## src/rtl/nib_rmw_pkg.sv

```systemverilog
package nib_rmw_pkg;

  typedef enum logic [2:0] {
    K_NONE = 3'd0,
    K_AND  = 3'd1,
    K_OR   = 3'd2,
    K_XOR  = 3'd3,
    K_TEST = 3'd4
  } kind_e;

  // opcode values; bit 0 picks the high nibble
  localparam logic [7:0] OPC_AND_LO  = 8'h80;
  localparam logic [7:0] OPC_AND_HI  = 8'h81;
  localparam logic [7:0] OPC_OR_LO   = 8'h90;
  localparam logic [7:0] OPC_OR_HI   = 8'h91;
  localparam logic [7:0] OPC_XOR_LO  = 8'h98;
  localparam logic [7:0] OPC_XOR_HI  = 8'h99;
  localparam logic [7:0] OPC_TEST_LO = 8'h88;
  localparam logic [7:0] OPC_TEST_HI = 8'h89;

  typedef enum logic [2:0] {
    S_IDLE = 3'd0,
    S_RD   = 3'd1,
    S_WR   = 3'd2,
    S_EVAL = 3'd3,
    S_FIN  = 3'd4
  } state_e;

endpackage

```

## src/rtl/nib_rmw_decode.sv

```systemverilog
module nib_rmw_decode
  import nib_rmw_pkg::*;
(
  input  logic [7:0] opcode,
  output kind_e      kind,
  output logic       hi_sel
);

  always_comb begin
    kind   = K_NONE;
    hi_sel = 1'b0;
    unique case (opcode)
      OPC_AND_LO:  kind = K_AND;
      OPC_AND_HI:  begin kind = K_AND;  hi_sel = 1'b1; end
      OPC_OR_LO:   kind = K_OR;
      OPC_OR_HI:   begin kind = K_OR;   hi_sel = 1'b1; end
      OPC_XOR_LO:  kind = K_XOR;
      OPC_XOR_HI:  begin kind = K_XOR;  hi_sel = 1'b1; end
      OPC_TEST_LO: kind = K_TEST;
      OPC_TEST_HI: begin kind = K_TEST; hi_sel = 1'b1; end
      default:     begin kind = K_NONE; hi_sel = 1'b0; end
    endcase
  end

endmodule

```

## src/rtl/nib_rmw_alu.sv

```systemverilog
module nib_rmw_alu
  import nib_rmw_pkg::*;
#(
  parameter int DATA_W = 8
) (
  input  logic              clk,
  input  logic              rst_n,
  input  kind_e             kind,
  input  logic              hi_sel,
  input  logic [DATA_W/2-1:0] imm,
  input  logic [DATA_W-1:0] din,
  output logic [DATA_W-1:0] dout,
  output logic              test_n,
  output logic              test_z
);

  localparam int NIB_W = DATA_W / 2;

  logic [DATA_W-1:0] placed;
  logic [DATA_W-1:0] fill;
  logic [DATA_W-1:0] masked;

  // place the immediate and build the AND fill for the other half
  generate
    if (NIB_W * 2 == DATA_W) begin : g_place
      always_comb begin
        if (hi_sel) begin
          placed = {imm, {NIB_W{1'b0}}};
          fill   = {{NIB_W{1'b0}}, {NIB_W{1'b1}}};
        end else begin
          placed = {{NIB_W{1'b0}}, imm};
          fill   = {{NIB_W{1'b1}}, {NIB_W{1'b0}}};
        end
      end
    end
  endgenerate

  always_comb begin
    masked = din & placed;
    unique case (kind)
      K_AND:   dout = din & (placed | fill);
      K_OR:    dout = din | placed;
      K_XOR:   dout = din ^ placed;
      default: dout = din;
    endcase
    test_n = masked[DATA_W-1];
    test_z = (masked == '0);
  end

  // the nibble not addressed must survive any logic operation
  p_and_low_keeps_high_r2: assert property (@(posedge clk) disable iff (!rst_n)
    (kind == K_AND && !hi_sel) |-> (dout[DATA_W-1:NIB_W] == din[DATA_W-1:NIB_W]));
  p_and_high_keeps_low_r3: assert property (@(posedge clk) disable iff (!rst_n)
    (kind == K_AND && hi_sel) |-> (dout[NIB_W-1:0] == din[NIB_W-1:0]));
  p_or_only_sets_r4: assert property (@(posedge clk) disable iff (!rst_n)
    (kind == K_OR) |-> ((dout & din) == din));

endmodule

```

## src/rtl/nib_rmw_seq.sv

```systemverilog
module nib_rmw_seq
  import nib_rmw_pkg::*;
(
  input  logic   clk,
  input  logic   rst_n,
  input  logic   cmd_valid,
  input  kind_e  new_kind,
  input  kind_e  cur_kind,
  input  logic   mem_ready,
  output logic   cmd_ready,
  output logic   accept,
  output logic   mem_valid,
  output logic   mem_we,
  output logic   cap_en,
  output logic   flag_en,
  output logic   done
);

  state_e state_q, state_d;

  always_comb begin
    cmd_ready = (state_q == S_IDLE);
    accept    = cmd_ready && cmd_valid;
    mem_valid = (state_q == S_RD) || (state_q == S_WR);
    mem_we    = (state_q == S_WR);
    cap_en    = (state_q == S_RD) && mem_ready;
    flag_en   = (state_q == S_EVAL);
    done      = (state_q == S_FIN);
    state_d   = state_q;
    unique case (state_q)
      S_IDLE: if (accept) state_d = (new_kind == K_NONE) ? S_FIN : S_RD;
      S_RD:   if (mem_ready) state_d = (cur_kind == K_TEST) ? S_EVAL : S_WR;
      S_WR:   if (mem_ready) state_d = S_FIN;
      S_EVAL: state_d = S_FIN;
      S_FIN:  state_d = S_IDLE;
      default: state_d = S_IDLE;
    endcase
  end

  always_ff @(posedge clk) begin
    if (!rst_n) state_q <= S_IDLE;
    else        state_q <= state_d;
  end

  p_test_never_writes_r6: assert property (@(posedge clk) disable iff (!rst_n)
    (cur_kind == K_TEST) |-> !(mem_valid && mem_we));
  p_unknown_no_access_r11: assert property (@(posedge clk) disable iff (!rst_n)
    (cur_kind == K_NONE) |-> !mem_valid);
  p_done_single_r10: assert property (@(posedge clk) disable iff (!rst_n)
    done |=> !done);
  p_write_follows_read_r8: assert property (@(posedge clk) disable iff (!rst_n)
    $rose(mem_we) |-> $past(mem_valid && !mem_we && mem_ready));

endmodule

```

## src/rtl/nib_rmw_unit.sv

```systemverilog
module nib_rmw_unit
  import nib_rmw_pkg::*;
#(
  parameter int ADDR_W = 8,
  parameter int DATA_W = 8
) (
  input  logic              clk,
  input  logic              rst_n,
  input  logic              cmd_valid,
  output logic              cmd_ready,
  input  logic [7:0]        cmd_opcode,
  input  logic [3:0]        cmd_imm,
  input  logic [ADDR_W-1:0] cmd_addr,
  output logic              mem_valid,
  input  logic              mem_ready,
  output logic              mem_we,
  output logic [ADDR_W-1:0] mem_addr,
  output logic [DATA_W-1:0] mem_wdata,
  input  logic [DATA_W-1:0] mem_rdata,
  output logic              flag_n,
  output logic              flag_z,
  output logic              done
);

  localparam int NIB_W = DATA_W / 2;

  kind_e             dec_kind, kind_q;
  logic              dec_hi, hi_q;
  logic [NIB_W-1:0]  imm_q;
  logic [ADDR_W-1:0] addr_q;
  logic [DATA_W-1:0] byte_q;
  logic              accept, cap_en, flag_en;
  logic              t_n, t_z;
  logic [DATA_W-1:0] alu_out;

  nib_rmw_decode u_dec (
    .opcode (cmd_opcode),
    .kind   (dec_kind),
    .hi_sel (dec_hi)
  );

  nib_rmw_seq u_seq (
    .clk       (clk),
    .rst_n     (rst_n),
    .cmd_valid (cmd_valid),
    .new_kind  (dec_kind),
    .cur_kind  (kind_q),
    .mem_ready (mem_ready),
    .cmd_ready (cmd_ready),
    .accept    (accept),
    .mem_valid (mem_valid),
    .mem_we    (mem_we),
    .cap_en    (cap_en),
    .flag_en   (flag_en),
    .done      (done)
  );

  nib_rmw_alu #(.DATA_W(DATA_W)) u_alu (
    .clk    (clk),
    .rst_n  (rst_n),
    .kind   (kind_q),
    .hi_sel (hi_q),
    .imm    (imm_q),
    .din    (byte_q),
    .dout   (alu_out),
    .test_n (t_n),
    .test_z (t_z)
  );

  always_ff @(posedge clk) begin
    if (!rst_n) begin
      kind_q <= K_NONE;
      hi_q   <= 1'b0;
      imm_q  <= '0;
      addr_q <= '0;
    end else if (accept) begin
      kind_q <= dec_kind;
      hi_q   <= dec_hi;
      imm_q  <= cmd_imm[NIB_W-1:0];
      addr_q <= cmd_addr;
    end
  end

  always_ff @(posedge clk) begin
    if (!rst_n)      byte_q <= '0;
    else if (cap_en) byte_q <= mem_rdata;
  end

  always_ff @(posedge clk) begin
    if (!rst_n) begin
      flag_n <= 1'b0;
      flag_z <= 1'b0;
    end else if (flag_en) begin
      flag_n <= t_n;
      flag_z <= t_z;
    end
  end

  assign mem_addr  = addr_q;
  assign mem_wdata = alu_out;

  p_req_hold_r9: assert property (@(posedge clk) disable iff (!rst_n)
    (mem_valid && !mem_ready) |=> (mem_valid && $stable(mem_we)
                                   && $stable(mem_addr) && $stable(mem_wdata)));
  p_rmw_flags_r5: assert property (@(posedge clk) disable iff (!rst_n)
    (mem_valid && mem_we) |=> ($stable(flag_n) && $stable(flag_z)));
  p_low_test_n_r6: assert property (@(posedge clk) disable iff (!rst_n)
    (flag_en && !hi_q) |=> !flag_n);
  p_idle_no_req_r12: assert property (@(posedge clk) disable iff (!rst_n)
    cmd_ready |-> !mem_valid);

endmodule

```

## config.mk

```make
export PLATFORM = sky130hd
export DESIGN_NAME = nib_rmw_unit
export DESIGN_NICKNAME = d
export VERILOG_FILES = /design/src/rtl/nib_rmw_pkg.sv /design/src/rtl/nib_rmw_decode.sv /design/src/rtl/nib_rmw_alu.sv /design/src/rtl/nib_rmw_seq.sv /design/src/rtl/nib_rmw_unit.sv
export SDC_FILE = /design/constraint.sdc
export NUM_CORES = 1
export LEC_CHECK = 0
export CAP_MARGIN = 10
export CORE_ASPECT_RATIO = 1.5
export CORE_UTILIZATION = 44
export CTS_CLUSTER_SIZE = 14
export DETAILED_ROUTE_END_ITERATION = 7
export DONT_BUFFER_PORTS = 1
export HOLD_SLACK_MARGIN = 0.02
export PLACE_DENSITY = 0.6
export SLEW_MARGIN = 30
export SYNTH_ARGS = -nofsm -noshare
export SYNTH_HDL_FRONTEND = slang
export SYNTH_SLANG_ARGS = --single-unit
```

## constraint.sdc

```tcl
create_clock -name clk -period 1.57 [get_ports clk]
set_input_delay 0.2355 -clock clk [delete_from_list [all_inputs] [get_ports clk]]
set_output_delay 0.2355 -clock clk [all_outputs]
set_load 0.02 [all_outputs]
```

# Word level (Yosys, flattened, before mapping)
# Cells that the tools add are included.
# totals
mem_bits_ro	0
out_inout_bits	22
ramBits	0
word_cells	55
latchBits	0
ff_bits	29
mem_count	0
# op_classes
multipliers	0
order_cmp	0
bitwise_logic	5
eq_ne	19
div	0
reduce_logical	12
n_mux	11
n_addsub	0
n_shift	0
# op_table
cell	n
$eq 8x8->1 const B	8
$pmux 3 s4	2
$pmux 8 s3	1
$and 8x8->8	2
$mux 8	2
$or 8x8->8	2
$eq 3x2->1 const B	4
$mux 3	4
$logic_not 8->1	1
$reduce_or 2->1	4
$xor 8x8->8	1
$eq 3x1->1 const B	2
$eq 3x3->1 const B	2
$logic_not 3->1	2
$ne 2x2->1 const B	2
$reduce_or 4->1	1
$reduce_and 3->1	1
$logic_and 1x1->1	2
$mux 1	2
$ne 2x1->1 const B	1
$logic_or 1x1->1	1

# Longest topological paths before layout
# Gate-level depths: netlist of run 1.
# logic_depth
ltp_word	7
depth_mapped	7
mapped_depth_nobuf	6

# By module
# A second synthesis of run 1 with hierarchy kept.
# hier_totals
cells_unflattened	198
hier_area_um2	1805.5
# by_module_without_submodules
mod	area_per_inst_um2	seq_area_each_um2	instances	cells_each
nib_rmw_unit	989.7	520.5	1	83
nib_rmw_alu	545.5	0.0	1	82
nib_rmw_seq	212.7	60.1	1	26
nib_rmw_decode	57.6	0.0	1	7

# Worst setup path before layout of run 1
# Ideal clock, no wire load.
# synth_path
path_type	register to output
startpoint	register hi_q
endpoint	output port mem_wdata[0]
arrival_time_ns	1.377
t_required_ns	1.334
setup_slack_ns	-0.043
path_stages_with_launch	6
path_buffers	1
cell_sequence	dfxtp_1 > buf_6 > nand2b_1 > ha_1 > a21oi_1 > o21ai_0
# synth_via
elab_chain_len	4
elab_cells_between_ends	7
# synth_lines
element	line_no	source
start, declared	nib_rmw_unit.sv:28	logic dec_hi, hi_q;
start signal, assigned	nib_rmw_unit.sv:78	hi_q <= dec_hi;
$mux 8	nib_rmw_alu.sv:27	if (hi_sel) begin
$or 8x8->8	nib_rmw_alu.sv:41	K_AND: dout = din & (placed | fill);
$and 8x8->8	nib_rmw_alu.sv:41	
$pmux 8 s3 (*)	nib_rmw_alu.sv:40	unique case (kind)
end, declared	nib_rmw_unit.sv:18	output logic [DATA_W-1:0] mem_wdata,
# Mark *: on every way between the ends. The rest lies on a longest branch, timed or not.

# Final worst setup path of run 1
# layout_path
startpoint	register hi_q
endpoint	output port mem_wdata[6]
# Same word-level chain as after synthesis.

==> run_results.csv, run 1 <==
group,metric,value,unit
sta,fin_tns_setup,-0.7710,ns
setup_path,startpoint_type,"register",
sta,setup_viol,8,
sta,worstMarginPinSlew,0.3713,ns
yosys,synth-seq-area-share,31.59,%
sta,drv_slew,0,
cts,cts.sinks,29,
cells_and_area,antenna_cells,0,
sta,holdWs,0.07147,ns
power,power_density,819.6,nW/µm²
power,leakagePower,0.8702,nW
floorplan,initial_core_util,46.43,%
setup_path,timing.rr.start,"hi_q$_SDFFE_PN0P_",
placed_design,dp_hpwl,3096,µm
setup_path,crit_fanout,10,
yosys,netlist_instances,213,
cells_and_area,seqCellArea,591.8,µm²
grt,gr-total-overflow,0,
sta,rsz0062_at_grt,"true",
cells_and_area,final_common_cell,"nand2_1",
cells_and_area,multi_input_area,1116,µm²
setup_path,cp_data_arrival_time,1.45,ns
setup_path,required,1.33,ns
grt,grt_start_max_net_pins,32,
cts,cts_tree,"built",
sta,finClkSkew,0.005886,ns
cts,clockRootBuffer,"clkbuf_8",
cts,htreeDepth,2,
setup_path,criticalPathCategory,"register to output port",
yosys,yosysUniqueCellTypes,38,
floorplan,ioPinCount,54,
cells_and_area,num-nets-final,275,
floorplan,die_area,4445,µm²
yosys,ys.warnings.count,0,
yosys,synth_edf_count,0,
sta,max_freq,591.7,MHz
routing,drt_wl_total,4072,µm
floorplan,num_rows,28,
floorplan,die_y,81.16,µm
setup_path,crit_start,"hi_q$_SDFFE_PN0P_",
yosys,async_reset_ff_share,0,%
run_status,failed_checks,"negative setup slack",
setup_path,worstSetupEndpointType,"output port",
routing,vias,1461,
cts,clk_path_buf_depth,2,
placed_design,gp_congestion,0.8307,
flow_run,max_cap_violations,0,
setup_path,ff2ff_path_depth,6,
run_status,status,"finished with violations",
setup_path,endpoint,"mem_wdata[6]",
cts,cts_made_buffers,5,
cts,ctsHoldBuffers,0,
floorplan,core,3959,µm²
setup_path,r2r_end,"flag_z$_SDFFE_PN0P_",
sta,post-route-period-util,107.6,%
routing,wl_per_cell,14.92,µm
setup_path,regToRegSetupSlack,0.17,ns
grt,grt_pass1_vias,1493,
setup_path,critPathSlowestCell,"dfxtp_4",
yosys,synth.avg_cell_area,8.629,µm²
cells_and_area,area_delta_synth_final,14.64,%
sta,layout_min_cycle_time,1.690,ns
placed_design,port_buffers,0,
cts,cts_setup_buffers,0,
cts,path_clk_slew,0.07,ns
sta,setup_ws,-0.1200,ns
power,vdd_drop_max,0.8467,mV
yosys,syn_nets,261,
floorplan,die_x,54.77,µm
routing,first_iter_violations,28,
yosys,syn-cell-area,1838,µm²
min_path,hold_path_depth,2,
cells_and_area,finish.utilization,53.22,%
yosys,synth_seq_cells,29,
routing,post_drt_via_cell_ratio,5.352,
setup_path,cp_slowest_stage_delay,0.39,ns
grt,antenna_found_initial,0,
sta,maxSlewHeadroom,75.15,%
sta,finalHoldViolations,0,
cts,clkLatencyLatePin,0.28,ns
cells_and_area,drive_gt1_share,25.88,%
routing,drtAntennaViolNets,0,
routing,firstDrtPassIters,4,
min_path,hp-class,"input pin to register",
cells_and_area,layout_common_cells,"nand2_1, dfxtp_1, buf_4, inv_1, ha_1",
yosys,synth_flop_cell,"dfxtp_1",
cells_and_area,fillers,376,
setup_path,path_cells,"nand2_1 -> ha_1 -> a21oi_1 -> o21ai_1 -> buf_4",
grt,grt_use_total,21.43,%
routing,drcViolationCount,0,
grt,grt_first_pass_wirelength,6748,µm
==> layer usage <==
metal	up-vias	track usage (%)	wire length, µm
met1	673	22.73	1572
li1	747	-	-
met4	0	9.231	62
met5	-	0	0
met2	35	37.95	2245
met3	6	5.431	192
==> area by class of cell <==
type | count | share of cell area, %
clock inverters | 2 | 1.781
multi-input cells | 155 | 52.97
inverters | 16 | 2.850
repair buffers | 20 | 7.720
flip-flops and latches | 29 | 28.09
well taps | 45 | 2.672
clock buffers | 6 | 3.919
==> registers in the layout, summed over array words and instances, names as in the netlist <==
| signal | flops |
|---|---|
| byte_q | 8 |
| mem_addr | 8 |
| imm_q | 4 |
| kind_q | 3 |
| u_seq.state_q | 3 |
| flag_n | 1 |
| flag_z | 1 |
| hi_q | 1 |
==> cells by family after synthesis <==
logic type | after synthesis | synth area share, %
buf+inv | 29 | 9.258
mux | 9 | 4.901
xor+xnor | 2 | 0.9532
flops | 29 | 31.59
compound gates | 46 | 15.66
fa+ha+maj | 16 | 10.89
simple gates | 82 | 26.75
==> how the worst min path moves through the flow <==
stage | from | endpoint | slack, ns
after CTS | cmd_imm[2] | imm_q[2]$_SDFFE_PN0P_ | 0.06
after floorplan | cmd_addr[0] | mem_addr[0]$_SDFFE_PN0P_ | 0.37
after global placement | rst_n | byte_q[2]$_SDFFE_PN0P_ | 0.37
after global routing | rst_n | byte_q[3]$_SDFFE_PN0P_ | 0.07
after detailed placement | rst_n | byte_q[5]$_SDFFE_PN0P_ | 0.37
final | cmd_imm[2] | imm_q[2]$_SDFFE_PN0P_ | 0.07
==> per-stage QoR <==
step | std cells | setup slack [ns] | power [W] | cell area (µm²)
finish | 273 | -0.1200 | 0.001727 | 2107
global route | 273 | -0.2155 | 0.001811 | 2107
CTS | 273 | -0.1231 | 0.001754 | 2095
detailed placement | 265 | 0.01301 | 0.0009328 | 1947
global placement | 265 | 0.07105 | 0.0009272 | 1947
floorplan | 213 | 0.01144 | 0.0009240 | 1838
==> cells in the mapped netlist (2+ instances only) <==
cell / count / share of area (%)
a21boi_0: 5 / 2.0
a21boi_1: 9 / 3.7
a21oi_1: 9 / 2.5
buf_2: 5 / 1.4
buf_6: 2 / 1.2
clkbuf_1: 3 / 0.61
dfxtp_1: 29 / 32
ha_1: 16 / 11
inv_1: 16 / 3.3
mux2i_1: 9 / 4.9
nand2_1: 24 / 4.9
nand2_2: 7 / 2.4
nand2b_1: 5 / 1.7
nand3_1: 2 / 0.54
nand3_2: 3 / 1.6
nand3b_1: 2 / 0.82
nand4_1: 2 / 0.68
nor2_1: 10 / 2.0
nor2b_1: 10 / 3.4
nor3_1: 2 / 0.54
nor3b_1: 2 / 0.82
nor4_1: 2 / 0.68
o211ai_1: 8 / 3.3
o21ai_0: 10 / 2.7
o21ai_1: 3 / 0.82
o22ai_1: 2 / 0.68
or3b_2: 3 / 1.4
or4b_1: 2 / 1.1
xnor2_1: 2 / 0.95
==> report_power, final <==
| part | internal (W) | total (W) | leakage, nW | switching (W) |
|---|---|---|---|---|
| registers | 0.000757 | 0.000792 | 0.239 | 0.0000357 |
| clock network | 0.000515 | 0.000810 | 0.0574 | 0.000294 |
| logic | 0.0000590 | 0.000125 | 0.574 | 0.0000657 |
| total | 0.00133 | 0.00173 | 0.870 | 0.000396 |
==> worst max-delay path: cells and delay by family (launching register included) <==
kind | cells | cell delay, ns
buffers and inverters | 1 | 0.17
flip-flops | 1 | 0.39
AO/OA/AOI/OAI | 2 | 0.25
AND/OR/NAND/NOR | 1 | 0.09
adder cells (fa/ha/maj) | 1 | 0.28
==> what timing repair did <==
item,CTS,global route
resized for setup,15,4
pin swaps,3,0
endpoints found under the setup margin,8,9
(Power assumes the default switching activity.)
==> run 2: changes to the inputs <==
--- a/config.mk
+++ b/config.mk
@@ -12,7 +12,7 @@
 export DETAILED_ROUTE_END_ITERATION = 7
 export DONT_BUFFER_PORTS = 1
 export HOLD_SLACK_MARGIN = 0.02
-export PLACE_DENSITY = 0.6
+export PLACE_DENSITY = 0.57
 export SLEW_MARGIN = 30
 export SYNTH_ARGS = -nofsm -noshare
 export SYNTH_HDL_FRONTEND = slang
==> constraint.sdc (replaced) <==
create_clock -name clk -period 1.6 [get_ports clk]
set_input_delay 0.24 -clock clk [delete_from_list [all_inputs] [get_ports clk]]
set_output_delay 0.24 -clock clk [all_outputs]
set_load 0.02 [all_outputs]
==> run 2 against run 1 <==
  * The flow still finishes with violations (negative setup slack)
  * Register-to-register slack improved by 0.02 ns
  * Die area unchanged
  * Sequential share of layout area increased by 0.31 points
  * Core utilization increased by 0.19 points
  * Power decreased by 1.7%
  * Clock skew increased by 0.0047 ns
  * Via count increased by 1.6%
  * Critical path depth unchanged
  * Critical path type unchanged
  * Largest power group unchanged
==> run_results.csv, run 2 (synthesis results as in run 1) <==
group,metric,value,unit
run_status,status,"finished with violations",
run_status,failed_checks,"negative setup slack",
floorplan,die_area,4445,µm²
sta,setup_viol,8,
grt,grt_first_pass_wirelength,6299,µm
setup_path,crit_fanout,11,
power,seqPwrFrac,45.8,%
sta,setup_ws,-0.09943,ns
setup_path,worstSetupEndpointType,"output port",
flow_run,max_cap_violations,0,
power,p_comb_share,7.4,%
sta,layout_min_cycle_time,1.699,ns
cts,ctsHoldBuffers,0,
cts,path_clk_slew,0.07,ns
cts,cts_made_buffers,5,
cts,clkLatencyLatePin,0.28,ns
setup_path,required,1.36,ns
cts,htreeDepth,2,
placed_design,numPlacedInstances,261,
routing,drcViolationCount,0,
min_path,hp-class,"input pin to register",
routing,drtAntennaViolNets,0,
routing,first_iter_violations,43,
cells_and_area,final_common_cell,"nand2_1",
sta,drv_slew,0,
grt,antenna_found_initial,0,
sta,worstMarginPinSlew,0.3815,ns
placed_design,dp_hpwl,3105,µm
grt,grt_use_total,19.65,%
cts,clk_path_buf_depth,2,
routing,met3_length,211,µm
power,swShare,22.99,%
power,p_switching,0.0003902,W
cts,cts_tree,"built",
sta,rsz0062_at_grt,"true",
placed_design,port_buffers,0,
setup_path,startpoint_type,"register",
floorplan,initial_core_util,46.43,%
placed_design,gp_congestion,0.8036,
routing,route.met2.wl,2146,µm
sta,max_freq,588.4,MHz
cells_and_area,fillers,380,
min_path,hold_path_depth,2,
cells_and_area,num-nets-final,272,
setup_path,regToRegSetupSlack,0.19,ns
floorplan,die_x,54.77,µm
power,leakagePower,0.8587,nW
sta,maxSlewHeadroom,74.47,%
cells_and_area,layout_common_cells,"nand2_1, dfxtp_1, inv_1, ha_1, buf_4",
routing,wl_per_cell,14.91,µm
floorplan,num_rows,28,
routing,vias,1485,
power,power_density,802.7,nW/µm²
sta,finalHoldViolations,0,
cells_and_area,antenna_cells,0,
cells_and_area,area_delta_synth_final,15.04,%
power,vdd_drop_max,0.4629,mV
cells_and_area,final_cells,270,
floorplan,core,3959,µm²
power,p_int,0.001307,W
routing,post_drt_via_cell_ratio,5.500,
grt,grt_pass1_vias,1437,
grt,gr-total-overflow,0,
routing,top_layer_used,"met4",
routing,wl_met1,1574,µm
setup_path,cp_data_arrival_time,1.46,ns
routing,firstDrtPassIters,4,
cts,clockRootBuffer,"clkbuf_8",
sta,post-route-period-util,106.2,%
routing,drt_wl_total,4025,µm
setup_path,ff2ff_path_depth,6,
cts,cts.sinks,29,
floorplan,ioPinCount,54,
setup_path,criticalPathCategory,"register to output port",
sta,finClkSkew,0.01055,ns
power,p_clk_share,46.8,%
floorplan,die_y,81.16,µm
cells_and_area,drive_gt1_share,26.22,%
cells_and_area,finish.utilization,53.41,%
grt,grt_start_max_net_pins,32,
[run 2: layout make-up]
class | instances | area [µm²] | area share (%)
repair buffers | 17 | 156.4 | 7.396
clock buffers | 6 | 82.58 | 3.905
flip-flops and latches | 29 | 600.6 | 28.40
clock inverters | 2 | 37.54 | 1.775
multi-input cells | 155 | 1121 | 53.02
well taps | 45 | 56.30 | 2.663
inverters | 16 | 60.06 | 2.840
[run 2: stage by stage]
stage	setup TNS, ns	cell area, µm²	setup WS, ns	power, W	hold slack (ns)
2_1_floorplan	0	1838	0.03694	0.0009067	0.3748
3_3_place_gp	0	1929	0.07255	0.0009141	0.3751
3_5_place_dp	0	1929	0.02058	0.0009191	0.3781
4_1_cts	-0.5464	2095	-0.08596	0.001718	0.07822
5_1_grt	-1.007	2115	-0.1722	0.001774	0.07589
6_report	-0.5342	2115	-0.09943	0.001697	0.08628
[run 2: power by group through the flow]
stage | registers [W] | clock network, W | logic, W
after floorplan | 0.000790 | 0 | 0.000117
final | 0.000778 | 0.000794 | 0.000126
after CTS | 0.000779 | 0.000814 | 0.000124
after detailed placement | 0.000797 | 0 | 0.000122
after global placement | 0.000796 | 0 | 0.000118
after global routing | 0.000780 | 0.000854 | 0.000140
[run 2: per-layer routing]
metal | vias to the layer above | global-route usage (%)
met5 | - | 0
met4 | 0 | 10.00
met3 | 7 | 5.618
met2 | 44 | 34.82
met1 | 689 | 19.73
li1 | 745 | -
[run 2: worst paths after layout]
check / start / to
worst min-delay path: cmd_addr[2] / mem_addr[2]$_SDFFE_PN0P_
worst max register to register: hi_q$_SDFFE_PN0P_ / flag_z$_SDFFE_PN0P_
worst min register to register: kind_q[2]$_SDFFE_PN0P_ / kind_q[2]$_SDFFE_PN0P_
worst max-delay path: hi_q$_SDFFE_PN0P_ / mem_wdata[5]
[run 2: critical path: stages, from the launching register on]
cell and delay, ns:
dfxtp_4 0.40, nand2_1 0.09, ha_1 0.29, a21oi_1 0.16, o21ai_0 0.09, buf_4 0.16
[run 2: what timing repair did]
item                                    in CTS  in global routing
buffers inserted                             1                  0
endpoints found under the setup margin       8                  8
gates resized for setup                     19                  7
pin swaps                                    5                  1
